`src/rtl/wpa_pkg.sv`:
```
package wpa_pkg;

  typedef struct packed {
    logic       lock_en;
    logic [1:0] region;
  } nv_t;

  localparam logic [7:0] BUSY_BYTE = 8'hFF;

  function automatic logic [7:0] fmt_status(nv_t nv, logic latch);
    return {nv.lock_en, 3'b000, nv.region, latch, 1'b0};
  endfunction

  function automatic nv_t nv_from_byte(logic [7:0] b);
    return nv_t'({b[7], b[3:2]});
  endfunction

endpackage

```
`src/rtl/wpa_region_chk.sv`:
```
module wpa_region_chk #(
  parameter int ADDR_W = 13
) (
  input  logic [1:0]        region,
  input  logic [ADDR_W-1:0] addr,
  output logic              hit
);
  localparam int TOP = ADDR_W - 1;

  always_comb begin
    unique case (region)
      2'b00:   hit = 1'b0;
      2'b01:   hit = &addr[TOP -: 2];
      2'b10:   hit = addr[TOP];
      default: hit = 1'b1;
    endcase
  end
endmodule

```
`src/rtl/wpa_cycle_timer.sv`:
```
module wpa_cycle_timer #(
  parameter int CYCLES = 40
) (
  input  logic clk,
  input  logic rst_n,
  input  logic start,
  output logic busy,
  output logic done
);
  localparam int CW = $clog2(CYCLES + 1);
  localparam logic [CW-1:0] LOAD = CW'(CYCLES - 1);

  logic [CW-1:0] cnt_q, cnt_d;
  logic          busy_q, busy_d;

  always_comb begin
    cnt_d  = cnt_q;
    busy_d = busy_q;
    if (start) begin
      busy_d = 1'b1;
      cnt_d  = LOAD;
    end else if (busy_q) begin
      if (cnt_q == '0) busy_d = 1'b0;
      else             cnt_d  = cnt_q - 1'b1;
    end
  end

  always_ff @(posedge clk or negedge rst_n) begin
    if (!rst_n) begin
      cnt_q  <= '0;
      busy_q <= 1'b0;
    end else begin
      cnt_q  <= cnt_d;
      busy_q <= busy_d;
    end
  end

  assign busy = busy_q;
  assign done = busy_q && (cnt_q == '0);
endmodule

```
`src/rtl/wprot_status_unit.sv`:
```
module wprot_status_unit
  import wpa_pkg::*;
#(
  parameter int         ADDR_W       = 13,
  parameter int         WRITE_CYCLES = 40,
  parameter logic [7:0] NV_DEFAULT   = 8'h00
) (
  input  logic              clk,
  input  logic              rst_n,
  input  logic              wp_level,
  input  logic              sel_end,
  input  logic              cmd_latch_set,
  input  logic              cmd_latch_clr,
  input  logic              cmd_status_wr,
  input  logic [7:0]        status_wdata,
  input  logic              cmd_array_wr,
  input  logic [ADDR_W-1:0] array_addr,
  output logic              array_grant,
  output logic              status_grant,
  output logic              busy,
  output logic [7:0]        status_byte
);
  localparam nv_t NV_RESET = nv_from_byte(NV_DEFAULT);

  logic latch_q, latch_d;
  nv_t  nv_q, nv_d;
  logic pend_q, pend_d;
  nv_t  stage_q, stage_d;
  logic stat_cyc_q, stat_cyc_d;
  logic agrant_q, sgrant_q;

  logic region_hit, done, hw_lock, accept_ok;
  logic arr_go, capture, stat_go, start;
  logic unused_wdata;

  assign unused_wdata = ^{status_wdata[6:4], status_wdata[1:0], NV_DEFAULT[6:4], NV_DEFAULT[1:0]};

  wpa_region_chk #(.ADDR_W(ADDR_W)) u_region (
    .region (nv_q.region),
    .addr   (array_addr),
    .hit    (region_hit)
  );

  wpa_cycle_timer #(.CYCLES(WRITE_CYCLES)) u_timer (
    .clk   (clk),
    .rst_n (rst_n),
    .start (start),
    .busy  (busy),
    .done  (done)
  );

  // Request qualification
  always_comb begin
    hw_lock   = nv_q.lock_en & ~wp_level;
    accept_ok = ~busy & ~pend_q;
    arr_go    = accept_ok & cmd_array_wr & latch_q & ~region_hit;
    capture   = accept_ok & cmd_status_wr & ~cmd_array_wr & latch_q & ~hw_lock;
    stat_go   = pend_q & sel_end & ~hw_lock;
    start     = arr_go | stat_go;
  end

  // Next state
  always_comb begin
    latch_d    = latch_q;
    nv_d       = nv_q;
    pend_d     = pend_q;
    stage_d    = stage_q;
    stat_cyc_d = stat_cyc_q;

    if (done)                            latch_d = 1'b0;
    else if (accept_ok && cmd_latch_clr) latch_d = 1'b0;
    else if (accept_ok && cmd_latch_set) latch_d = 1'b1;

    if (capture) begin
      pend_d  = 1'b1;
      stage_d = nv_from_byte(status_wdata);
    end else if (pend_q && (hw_lock || sel_end)) begin
      pend_d  = 1'b0;
    end

    if (start)                 stat_cyc_d = stat_go;
    if (done && stat_cyc_q)    nv_d       = stage_q;
  end

  always_ff @(posedge clk or negedge rst_n) begin
    if (!rst_n) begin
      latch_q    <= 1'b0;
      nv_q       <= NV_RESET;
      pend_q     <= 1'b0;
      stage_q    <= NV_RESET;
      stat_cyc_q <= 1'b0;
      agrant_q   <= 1'b0;
      sgrant_q   <= 1'b0;
    end else begin
      latch_q    <= latch_d;
      nv_q       <= nv_d;
      pend_q     <= pend_d;
      stage_q    <= stage_d;
      stat_cyc_q <= stat_cyc_d;
      agrant_q   <= arr_go;
      sgrant_q   <= stat_go;
    end
  end

  assign array_grant  = agrant_q;
  assign status_grant = sgrant_q;
  assign status_byte  = busy ? BUSY_BYTE : fmt_status(nv_q, latch_q);
endmodule

```
`config.mk`:
```
export PLATFORM = sky130hd
export DESIGN_NAME = wprot_status_unit
export DESIGN_NICKNAME = d
export VERILOG_FILES = /design/src/rtl/wpa_pkg.sv /design/src/rtl/wpa_region_chk.sv /design/src/rtl/wpa_cycle_timer.sv /design/src/rtl/wprot_status_unit.sv
export SDC_FILE = /design/constraint.sdc
export NUM_CORES = 1
export LEC_CHECK = 0
export ABC_AREA = 0
export BUFFER_PORTS_ARGS = -buffer_cell sky130_fd_sc_hd__buf_2
export CORE_MARGIN = 4
export CORE_UTILIZATION = 39
export DETAILED_ROUTE_END_ITERATION = 10
export GPL_ROUTABILITY_DRIVEN = 0
export PLACE_DENSITY = 0.73
export SLEW_MARGIN = 20
export SYNTH_ARGS = -nofsm -noshare
export SYNTH_HDL_FRONTEND = slang
export SYNTH_SLANG_ARGS = --single-unit
```
`constraint.sdc`:
```
create_clock -name clk -period 2.32 [get_ports clk]
set_clock_uncertainty 0.15 [all_clocks]
set_input_delay 0.464 -clock clk [delete_from_list [all_inputs] [get_ports clk]]
set_output_delay 0.464 -clock clk [all_outputs]
set_load 0.01 [all_outputs]
```
==> report_table.html <==
<table>
<tr><th>Metric</th><th>Value</th></tr>
<tr><th colspan="2">Status</th></tr>
<tr><td>Run status</td><td>complete, no violations</td></tr>
<tr><th colspan="2">Clock network</th></tr>
<tr><td>Clock transition at the register clock pins on the worst setup and hold paths after CTS</td><td>0.10 ns</td></tr>
<tr><td>Deepest level of the CTS H-tree</td><td>1</td></tr>
<tr><td>Largest buffer count on any clock path</td><td>2</td></tr>
<tr><td>Clock tree from TritonCTS</td><td>done</td></tr>
<tr><td>Number of buffers added by the clock tree synthesis step</td><td>3</td></tr>
<tr><td>Clock tree root driver cell</td><td>sky130_fd_sc_hd__clkbuf_4</td></tr>
<tr><td>Count of clock tree sinks</td><td>18</td></tr>
<tr><td>Post_cts resized</td><td>0</td></tr>
<tr><td>Worst skew pair latency</td><td>approximately 0.30 ns</td></tr>
<tr><th colspan="2">Final layout</th></tr>
<tr><td>Count of filler cells inserted in the layout</td><td>approximately 220</td></tr>
<tr><td>Finished Cell Area</td><td>1100 um^2</td></tr>
<tr><td>Total inserted antenna cells</td><td>0</td></tr>
<tr><td>Total Nets Final</td><td>147</td></tr>
<tr><td>Fraction of final layout cells sized beyond drive strength 1</td><td>roughly 37%</td></tr>
<tr><td>Synth-to-layout area growth</td><td>18.14%</td></tr>
<tr><th colspan="2">STA</th></tr>
<tr><td>Final setup violation count</td><td>0</td></tr>
<tr><td>Final min period</td><td>2.112 ns</td></tr>
<tr><td>Final-report hold violation count</td><td>0</td></tr>
<tr><td>Final clock period utilization by the worst path</td><td>roughly nine tenths</td></tr>
<tr><td>Final total negative setup slack</td><td>0 ns</td></tr>
<tr><td>Max-slew headroom at the worst pin</td><td>55.86%</td></tr>
<tr><td>Minimum setup slack in the final design</td><td>between 0.2 and 0.25 ns</td></tr>
<tr><td>Transition at the pin with the smallest max-transition slack</td><td>between 0.6 and 0.7 ns</td></tr>
<tr><td>Unrepaired setup endpoints after global routing</td><td>false</td></tr>
<tr><td>Final Max Tran Viols</td><td>0</td></tr>
<tr><td>Peak clock frequency supported by timing</td><td>0.4734 GHz</td></tr>
<tr><th colspan="2">Setup path</th></tr>
<tr><td>Largest incremental delay on the critical path</td><td>0.55 ns</td></tr>
<tr><td>Number of cells on the worst reg-to-reg path</td><td>5</td></tr>
<tr><td>CP Data Required Time</td><td>1.71 ns</td></tr>
<tr><td>Crit path cell chain</td><td>buf_4, or2_2, buf_2</td></tr>
<tr><td>CP Launch Type</td><td>flip-flop</td></tr>
<tr><td>Arrival time of data at the critical path endpoint</td><td>1.50 ns</td></tr>
<tr><td>Type of the worst setup path</td><td>reg -&gt; out</td></tr>
<tr><td>Maximum fanout count along the critical path</td><td>15</td></tr>
<tr><td>CP max stage cell</td><td>sky130_fd_sc_hd__dfrtp_1</td></tr>
<tr><td>Type of element capturing the critical path</td><td>primary output</td></tr>
<tr><th colspan="2">Power</th></tr>
<tr><td>Power density of the placed cells</td><td>482.4 nW/um^2</td></tr>
<tr><td>P_leak</td><td>0.5293 nW</td></tr>
<tr><td>Max IR drop VDD</td><td>just over 0.4 mV</td></tr>
<tr><th colspan="2">Min path</th></tr>
<tr><td>Classification of the worst-slack hold path</td><td>in -&gt; reg</td></tr>
<tr><td>Number of instances on the worst hold path</td><td>2</td></tr>
<tr><th colspan="2">Routing</th></tr>
<tr><td>Antenna Nets Post-Route</td><td>0</td></tr>
<tr><td>Detailed router's first-iteration violation count</td><td>19</td></tr>
<tr><td>Number of remaining DRC errors</td><td>0</td></tr>
<tr><td>Routed vias/inst</td><td>5.329</td></tr>
<tr><td>Average detailed-routed wire length per instance</td><td>between 10 and 15 um</td></tr>
<tr><td>Vias after detailed routing</td><td>762</td></tr>
<tr><td>Drt pass-1 iters</td><td>5</td></tr>
<tr><td>Total wire length after detailed routing</td><td>roughly 1900 um</td></tr>
<tr><th colspan="2">Global route</th></tr>
<tr><td>Initial antenna violation count</td><td>0</td></tr>
<tr><td>GRT Total Usage</td><td>about an eighth</td></tr>
<tr><td>Global-route wire length before repair</td><td>3263 um</td></tr>
<tr><td>Number of global-route vias before repair</td><td>776</td></tr>
<tr><td>Overflow left after global routing</td><td>0</td></tr>
<tr><td>Largest net degree at the start of global routing</td><td>19</td></tr>
<tr><th colspan="2">Floorplanning</th></tr>
<tr><td>Die width</td><td>roughly 57 um</td></tr>
<tr><td>I/O pin total</td><td>40</td></tr>
<tr><td>Placeable core region</td><td>2233 um^2</td></tr>
<tr><td>Floorplan row count</td><td>17</td></tr>
<tr><td>Die Span Y</td><td>56.86 um</td></tr>
<tr><td>Initial Util</td><td>41.68%</td></tr>
<tr><td>Floorplan die area</td><td>3232 um^2</td></tr>
<tr><th colspan="2">Synthesis</th></tr>
<tr><td>Top cells by area in the synthesized netlist</td><td>sky130_fd_sc_hd__dfrtp_1 48%, sky130_fd_sc_hd__mux2_2 7.3%, sky130_fd_sc_hd__nand2_1 3.6%</td></tr>
<tr><td>Count of cell types in the netlist</td><td>32</td></tr>
<tr><td>Share of the yosys chip area belonging to registers</td><td>48.39%</td></tr>
<tr><td>Yosys top cell area share</td><td>48.39%</td></tr>
<tr><td>Number of flip-flops and latches in the synthesized netlist</td><td>18</td></tr>
<tr><td>Net count after synthesis</td><td>122</td></tr>
<tr><td>Post-synthesis average cell area</td><td>10.23 um^2</td></tr>
<tr><td>Synth Warn #</td><td>0</td></tr>
<tr><td>Netlist area before placement</td><td>about 930 um^2</td></tr>
<tr><td>Gate count of the mapped netlist</td><td>91</td></tr>
<tr><td>Top cell type by total area after synthesis</td><td>sky130_fd_sc_hd__dfrtp_1</td></tr>
<tr><th colspan="2">Run</th></tr>
<tr><td>Maximum capacitance violations</td><td>0</td></tr>
<tr><th colspan="2">Place</th></tr>
<tr><td>DP HPWL</td><td>1453 um</td></tr>
<tr><td>DP Worst Slack</td><td>approximately 0.43 ns</td></tr>
<tr><td>Dpl cell area</td><td>between 1000 and 1500 um^2</td></tr>
<tr><td>IO Port Bufs</td><td>23</td></tr>
</table>
path summary, 6_finish.rpt:
check | from | end | slack [ns]
max | u_timer.busy | status_byte[1] | 0.21
min | sel_end | pend_q | 0.21
max reg2reg | u_timer.cnt_q[0] | u_timer.cnt_q[4] | 0.34
min reg2reg | stat_cyc_q | stat_cyc_q | 0.34
max in group asynchronous | rst_n | pend_q | 1.29
min in group asynchronous | rst_n | u_timer.cnt_q[4] | 0.45
report_power, final:
| part | leakage (nW) | total [mW] | switching, mW | internal (mW) |
|---|---|---|---|---|
| Clock | 0.0210 | 0.199 | 0.103 | 0.0958 |
| Combinational | 0.282 | 0.0179 | 0.00874 | 0.00918 |
| Sequential | 0.227 | 0.314 | 0 | 0.314 |
| Total | 0.529 | 0.531 | 0.112 | 0.419 |
final cells by class:
type	instances	area [um^2]	share of cell area (%)
sequential	18	450.4	40.96
multi-input combinational	61	419.2	38.11
timing repair buffer	25	132.6	12.06
clock buffer	4	36.28	3.299
tap	28	35.03	3.185
inverter	7	26.28	2.389
per-stage QoR:
stage / cells / util [%] / total power [mW] / hold slack (ns)
after floorplan: 91 / - / 0.3213 / 0.01841
after global placement: 138 / 47.17 / 0.3368 / 0.2618
after detailed placement: 138 / 47.17 / 0.3371 / 0.2642
after CTS: 143 / 49.24 / 0.5319 / 0.2067
after global routing: 143 / 49.24 / 0.5530 / 0.2217
final: 143 / 49.24 / 0.5305 / 0.2052
cells in the final DEF (no fill, tap or decap), types with 2 or more instances in the layout:
cell / synthesis / final
sky130_fd_sc_hd__ha_1: 2 / 2
sky130_fd_sc_hd__a211o_1: 2 / 2
sky130_fd_sc_hd__buf_2: 1 / 23
sky130_fd_sc_hd__nand3_1: 2 / 2
sky130_fd_sc_hd__dfrtp_1: 18 / 18
sky130_fd_sc_hd__nor2b_1: 2 / 2
sky130_fd_sc_hd__nor3_1: 2 / 2
sky130_fd_sc_hd__a21oi_1: 3 / 3
sky130_fd_sc_hd__clkbuf_4: 0 / 3
sky130_fd_sc_hd__o21ai_0: 3 / 3
sky130_fd_sc_hd__nor2_1: 4 / 4
sky130_fd_sc_hd__inv_1: 7 / 7
sky130_fd_sc_hd__o2111ai_1: 2 / 2
sky130_fd_sc_hd__mux2_2: 6 / 6
sky130_fd_sc_hd__nand4_1: 3 / 3
sky130_fd_sc_hd__nand2_1: 9 / 9
sky130_fd_sc_hd__or2_2: 5 / 5
sky130_fd_sc_hd__nand2b_1: 2 / 2
worst max-delay path: cells and delay by family (launching register included):
family,cells,cell delay [ns]
flops,1,0.55
simple gates,1,0.28
buf+inv,2,0.37
cell families after synthesis:
| family | share of synthesized area [%] |
|---|---|
| muxes | 7.258 |
| DFF | 48.39 |
| adders and majority gates | 2.688 |
| buffers and inverters | 6.586 |
| AOI/OAI and AO/OA | 13.44 |
| and+or+nand+nor | 21.64 |
state kept, by name, indices dropped and copies added (netlist names):
| signal | count |
|---|---|
| u_timer.cnt_q | 6 |
| nv_q | 3 |
| stage_q | 3 |
| array_grant | 1 |
| latch_q | 1 |
| pend_q | 1 |
| stat_cyc_q | 1 |
| status_grant | 1 |
| u_timer.busy | 1 |
repair_timing:
| item | 4_1_cts | 5_1_grt |
|---|---|---|
| endpoints found under the hold margin | 18 | 0 |
| setup buffers | 0 | 0 |
| hold buffers | 1 | 0 |
routing by layer:
layer	share of wire [%]	GRT usage, %	wire, um	vias to the layer above
li1	-	-	-	370
met1	45	15.56	859	358
met2	47	20.96	894	27
met3	5.8	2.989	110	7
met4	2.5	6.623	48	0
met5	0	0	0	-
synth_stat cells:
cell and number:
sky130_fd_sc_hd__a31o_2 1, sky130_fd_sc_hd__a211oi_2 1, sky130_fd_sc_hd__or2_2 5, sky130_fd_sc_hd__o21ai_0 3, sky130_fd_sc_hd__inv_1 7, sky130_fd_sc_hd__a31oi_1 1
sky130_fd_sc_hd__nand2b_1 2, sky130_fd_sc_hd__buf_4 4, sky130_fd_sc_hd__a211oi_1 1, sky130_fd_sc_hd__nand4b_1 1, sky130_fd_sc_hd__a21oi_1 3, sky130_fd_sc_hd__nand3_1 2
sky130_fd_sc_hd__nor3_1 2, sky130_fd_sc_hd__nor2b_1 2, sky130_fd_sc_hd__a21o_1 1, sky130_fd_sc_hd__and2b_1 1, sky130_fd_sc_hd__o2111ai_1 2, sky130_fd_sc_hd__a211o_1 2
sky130_fd_sc_hd__buf_2 1, sky130_fd_sc_hd__nor2_1 4, sky130_fd_sc_hd__dfrtp_1 18, sky130_fd_sc_hd__or4b_1 1, sky130_fd_sc_hd__o311ai_0 1, sky130_fd_sc_hd__nor3b_1 1
sky130_fd_sc_hd__or3_1 1, sky130_fd_sc_hd__nand2_1 9, sky130_fd_sc_hd__o32ai_1 1, sky130_fd_sc_hd__or4_1 1, sky130_fd_sc_hd__ha_1 2, sky130_fd_sc_hd__nor3_2 1
sky130_fd_sc_hd__mux2_2 6, sky130_fd_sc_hd__nand4_1 3
(Power assumes the default switching activity.)
